### src/rtl/lsw_pkg.sv
package lsw_pkg;

    typedef enum logic {
        ST_WAIT_IDLE = 1'b0,
        ST_ARMED     = 1'b1
    } arm_state_e;

endpackage

### src/rtl/lsw_decode.sv
module lsw_decode #(
    parameter int N_SW   = 32,
    parameter int CHAN_W = 8,
    parameter int DEV_W  = 4,
    parameter int OPT_W  = 4,
    parameter int DEV_ID = 2,
    localparam int WORD_W = CHAN_W + DEV_W + OPT_W,
    localparam int IDX_W  = $clog2(N_SW),
    localparam int MODE_B = CHAN_W + DEV_W,
    localparam int VAL_B  = MODE_B + 1
) (
    input  logic [WORD_W-1:0] cmd,
    output logic              dev_hit,
    output logic              chan_ok,
    output logic              wr_cmd,
    output logic              wr_val,
    output logic              bus_idle,
    output logic [IDX_W-1:0]  idx
);
    logic [CHAN_W-1:0] chan;
    logic [DEV_W-1:0]  dev;

    always_comb begin
        chan     = cmd[CHAN_W-1:0];
        dev      = cmd[MODE_B-1:CHAN_W];
        dev_hit  = (dev == DEV_W'(DEV_ID));
        chan_ok  = (int'(chan) < N_SW);
        wr_cmd   = dev_hit && cmd[MODE_B];
        wr_val   = cmd[VAL_B];
        bus_idle = (cmd == '0);
        idx      = chan[IDX_W-1:0];
    end
endmodule

### src/rtl/lsw_arm_fsm.sv
module lsw_arm_fsm
    import lsw_pkg::*;
(
    input  logic clk,
    input  logic rst_n,
    input  logic bus_idle,
    input  logic wr_cmd,
    output logic wr_fire
);
    arm_state_e state, state_nx;

    always_comb begin
        state_nx = state;
        unique case (state)
            ST_WAIT_IDLE: if (bus_idle) state_nx = ST_ARMED;
            ST_ARMED:     if (wr_cmd)   state_nx = ST_WAIT_IDLE;
            default:      state_nx = ST_WAIT_IDLE;
        endcase
    end

    always_ff @(posedge clk or negedge rst_n) begin
        if (!rst_n) state <= ST_WAIT_IDLE;
        else        state <= state_nx;
    end

    always_comb begin
        wr_fire = 1'b0;
        unique case (state)
            ST_WAIT_IDLE: wr_fire = 1'b0;
            ST_ARMED:     wr_fire = wr_cmd;
            default:      wr_fire = 1'b0;
        endcase
    end
endmodule

### src/rtl/lsw_switch_bank.sv
module lsw_switch_bank #(
    parameter int N_SW = 32,
    localparam int IDX_W = $clog2(N_SW)
) (
    input  logic             clk,
    input  logic             rst_n,
    input  logic             wr_en,
    input  logic [IDX_W-1:0] wr_idx,
    input  logic             wr_val,
    output logic [N_SW-1:0]  sw_q
);
    for (genvar i = 0; i < N_SW; i++) begin : g_sw
        always_ff @(posedge clk or negedge rst_n) begin
            if (!rst_n)                               sw_q[i] <= 1'b0;
            else if (wr_en && (wr_idx == IDX_W'(i)))  sw_q[i] <= wr_val;
        end
    end
endmodule

### src/rtl/load_switch_bank.sv
module load_switch_bank #(
    parameter int N_SW   = 32,
    parameter int CHAN_W = 8,
    parameter int DEV_W  = 4,
    parameter int OPT_W  = 4,
    parameter int DEV_ID = 2,
    localparam int WORD_W = CHAN_W + DEV_W + OPT_W,
    localparam int IDX_W  = $clog2(N_SW)
) (
    input  logic              clk,
    input  logic              rst_n,
    input  logic [WORD_W-1:0] cmd_word,
    input  logic              panel_enable,
    output logic [N_SW-1:0]   sw_out,
    output logic [1:0]        rd_data
);
    logic             dev_hit, chan_ok, wr_cmd, wr_val, bus_idle, wr_fire;
    logic [IDX_W-1:0] idx;

    lsw_decode #(
        .N_SW(N_SW), .CHAN_W(CHAN_W), .DEV_W(DEV_W), .OPT_W(OPT_W), .DEV_ID(DEV_ID)
    ) u_dec (
        .cmd(cmd_word), .dev_hit(dev_hit), .chan_ok(chan_ok), .wr_cmd(wr_cmd),
        .wr_val(wr_val), .bus_idle(bus_idle), .idx(idx)
    );

    lsw_arm_fsm u_fsm (
        .clk(clk), .rst_n(rst_n), .bus_idle(bus_idle), .wr_cmd(wr_cmd), .wr_fire(wr_fire)
    );

    lsw_switch_bank #(.N_SW(N_SW)) u_bank (
        .clk(clk), .rst_n(rst_n), .wr_en(wr_fire && chan_ok && panel_enable),
        .wr_idx(idx), .wr_val(wr_val), .sw_q(sw_out)
    );

    always_comb begin
        if (dev_hit && chan_ok) rd_data = {panel_enable, sw_out[idx]};
        else                    rd_data = 2'b00;
    end
endmodule

### config.mk
export PLATFORM = sky130hd
export DESIGN_NAME = load_switch_bank
export DESIGN_NICKNAME = d
export VERILOG_FILES = /design/src/rtl/lsw_pkg.sv /design/src/rtl/lsw_decode.sv /design/src/rtl/lsw_arm_fsm.sv /design/src/rtl/lsw_switch_bank.sv /design/src/rtl/load_switch_bank.sv
export SDC_FILE = /design/constraint.sdc
export NUM_CORES = 1
export LEC_CHECK = 0
export BUFFER_PORTS_ARGS = -buffer_cell sky130_fd_sc_hd__buf_2
export CAP_MARGIN = 20
export CORE_AREA = 2 2 70 72
export CTS_CLUSTER_DIAMETER = 80
export DETAILED_ROUTE_END_ITERATION = 12
export DIE_AREA = 0 0 72 74
export PLACE_DENSITY = 0.71
export SYNTH_ARGS = -nofsm -noshare
export SYNTH_HDL_FRONTEND = slang
export SYNTH_HIERARCHICAL = 1
export SYNTH_SLANG_ARGS = --single-unit
### constraint.sdc
create_clock -name clk -period 2.2 [get_ports clk]
set_input_delay 0.55 -clock clk [delete_from_list [all_inputs] [get_ports clk]]
set_output_delay 0.55 -clock clk [all_outputs]
set_load 0.005 [all_outputs]
==> results.sh <==
export IMPL_status="finished with violations"
export IMPL_failed_checks="setup timing"
export IMPL_period_needed_ns=2.35
export IMPL_synth_most_common_cell="dfrtp_1"
export IMPL_async_reset_ff_share_pct=100
export IMPL_drc=0
export IMPL_io_pins=53
export IMPL_hp_class="in2async"
export IMPL_syn_area_um2=1970
export IMPL_htreeDepth=2
export IMPL_cts_buffers_inserted=5
export IMPL_synth_top_area_share_pct=41.9
export IMPL_grt_max_degree=34
export IMPL_grt_pass1_vias=1481
export IMPL_rsz0062_at_grt="true"
export IMPL_gr_usage_all_layers_pct=17.3
export IMPL_start_util_pct=42.9
export IMPL_core_area_um2=4600
export IMPL_setup_tns_ns=-0.150
export IMPL_cts_tree="built"
export IMPL_slew_violations=0
export IMPL_place_gp_congestion=0.807
export IMPL_peakVddDrop_mv=0.429
export IMPL_drtIter0Drc=35
export IMPL_areaGrowthSynthToFinish_pct=23.8
export IMPL_clock_sinks=33
export IMPL_required_ns=1.65
export IMPL_drive_gt1_share_pct=53.3
export IMPL_max_slew_margin_pct=51.1
export IMPL_yosys_top_cells_area="dfrtp_1, mux2_2, mux4_1"
export IMPL_vias=1473
export IMPL_layout_cells_non_filler=279
export IMPL_hold_viol_final=0
export IMPL_seq_area_frac_synth_pct=41.9
export IMPL_synthCells=163
export IMPL_num_fill_cells=410
export IMPL_fin_nets=243
export IMPL_yosys_warnings=6
export IMPL_dpl_cell_area_um2=2270
export IMPL_clock_skew_final_ns=0.00542
export IMPL_grt_antenna_before_repair=0
export IMPL_via_per_inst=5.28
export IMPL_arrival_ns=1.80
export IMPL_grt_pass1_wl_um=7050
export IMPL_synth_area_leader_cell="dfrtp_1"
export IMPL_wl_per_cell_um=15.6
export IMPL_setup_viol=1
export IMPL_drt_pre_antenna_iters=4
export IMPL_ant_nets=0
export IMPL_power_leakage_uw=0.00128
export IMPL_dp_cells=265
export IMPL_diodes=0
export IMPL_start_kind="input pin"
export IMPL_path_class="in2out"
export IMPL_crit_path_end_kind="primary output"
export IMPL_seqCellArea_um2=826
export IMPL_totalWireLength_um=4340
export IMPL_dieArea_um2=5330
export IMPL_cts_root_buf="clkbuf_8"
export IMPL_io_buffer_count=52
export IMPL_finish_instance_area_um2=2440
export IMPL_synth_common_cells="dfrtp_1, mux2_2, nor2_1"
export IMPL_die_y_um=74
export IMPL_ys_types=36
export IMPL_drv_cap=0
export IMPL_avgSynthCellArea_um2=12.1
export IMPL_pwr_density_cell_nw_per_um2=466
export IMPL_num_rows=25
export IMPL_clock_fmax_ghz=0.426
export IMPL_hpwl_um=3190
export IMPL_worst_path_max_fanout=7
export IMPL_worst_pin_slew_ns=0.733
export IMPL_clk_pin_slew_worst_paths_ns=0.07
export IMPL_ys_flop_type="dfrtp_1"
export IMPL_worst_slack_ns=-0.150
export IMPL_synth_nets=182
export IMPL_multi_input_area_um2=1040
export IMPL_die_x_um=72
export IMPL_grt_overflow=0
export IMPL_totalPowerFinal_uw=1140
export IMPL_fin_crit_sh_pct=107
export IMPL_synth_seq_cells=33
export IMPL_clk_path_buf_depth=2
export IMPL_insertion_delay_ns=0.27
export IMPL_synth_edf_count=0
-- worst paths after layout --
check | from | to | slack (ns) | depth (start not counted)
hold reg to reg | u_fsm/state | u_fsm/state | 0.47 | 1
setup / recovery | cmd_word[1] | rd_data[0] | -0.15 | 6
min in group clk | u_fsm/state | u_fsm/state | 0.47 | 1
hold / removal | rst_n | u_bank/sw_q[27] | 0.33 | 1
max in group asynchronous | rst_n | u_bank/sw_q[12] | 1.40 | 1
setup reg to reg | u_fsm/state | u_bank/sw_q[13] | 0.55 | 5
-- cells by family (layout without fill, tap and decap cells) --
family	Yosys count	in the layout	synth area share [%]
AOI/OAI and AO/OA	4	4	1.52
buffers and inverters	17	79	6.22
DFF	33	33	41.9
muxes	45	45	30.9
and+or+nand+nor	64	64	19.4
-- critical path, stage by stage --
cell,delay (ns)
buf_6,0.11
mux4_2,0.50
nor2_1,0.10
a311oi_1,0.05
o311a_1,0.36
buf_2,0.13
-- flip-flops by register name (all words and copies together) (netlist names) --
name,flops
u_fsm/state,1
u_bank/sw_q,32
-- per-stage QoR --
stage,util (%),setup slack [ns],hold WS [ns]
2_1_floorplan,-,-0.0844,0.254
3_3_place_gp,49.4,-0.268,0.455
4_1_cts,52.2,-0.172,0.354
5_1_grt,53.1,-0.211,0.384
6_report,53.1,-0.150,0.329
3_5_place_dp,49.4,-0.333,0.463
-- layer usage --
layer | vias to the layer above | track usage [%] | wire length (um)
met5 | - | 0 | 0
met1 | 720 | 21.7 | 1940
met4 | 0 | 7.97 | 80
met2 | 33 | 28.5 | 2170
met3 | 6 | 4.07 | 156
li1 | 714 | - | -
-- power breakdown --
group          leakage [uW]  total (uW)  internal (uW)  switching (uW)
Clock             0.0000395         420            224             196
Sequential         0.000461         607            607         0.00854
Combinational      0.000777         110           46.7            63.7
Total               0.00128        1140            878             260
-- cell type report --
cell class	instances	share of cell area (%)
multi-input combinational	113	42.6
sequential	33	33.8
tap	54	2.77
inverter	1	0.154
clock buffer	8	3.28
timing repair buffer	70	17.4
-- timing repair --
item	in CTS	in global routing
hold buffers	0	0
pin swaps	1	2
setup endpoints to repair	9	17
buffers inserted	3	3
gates resized for setup	8	4
-- cell usage in the layout (no fill, tap or decap), types with 2 or more instances in the layout --
| master | n |
|---|---|
| and3_1 | 2 |
| and4bb_2 | 2 |
| buf_2 | 50 |
| buf_4 | 17 |
| clkbuf_1 | 3 |
| clkbuf_8 | 5 |
| dfrtp_1 | 33 |
| mux2_1 | 2 |
| mux2_2 | 27 |
| mux2_4 | 4 |
| mux2i_1 | 5 |
| mux4_1 | 4 |
| mux4_2 | 3 |
| nand2_1 | 13 |
| nand2b_1 | 6 |
| nand3_1 | 4 |
| nand4b_1 | 3 |
| nor2_1 | 14 |
| nor2b_1 | 2 |
| nor3_1 | 3 |
| nor3_2 | 3 |
(Power assumes the default switching activity.)
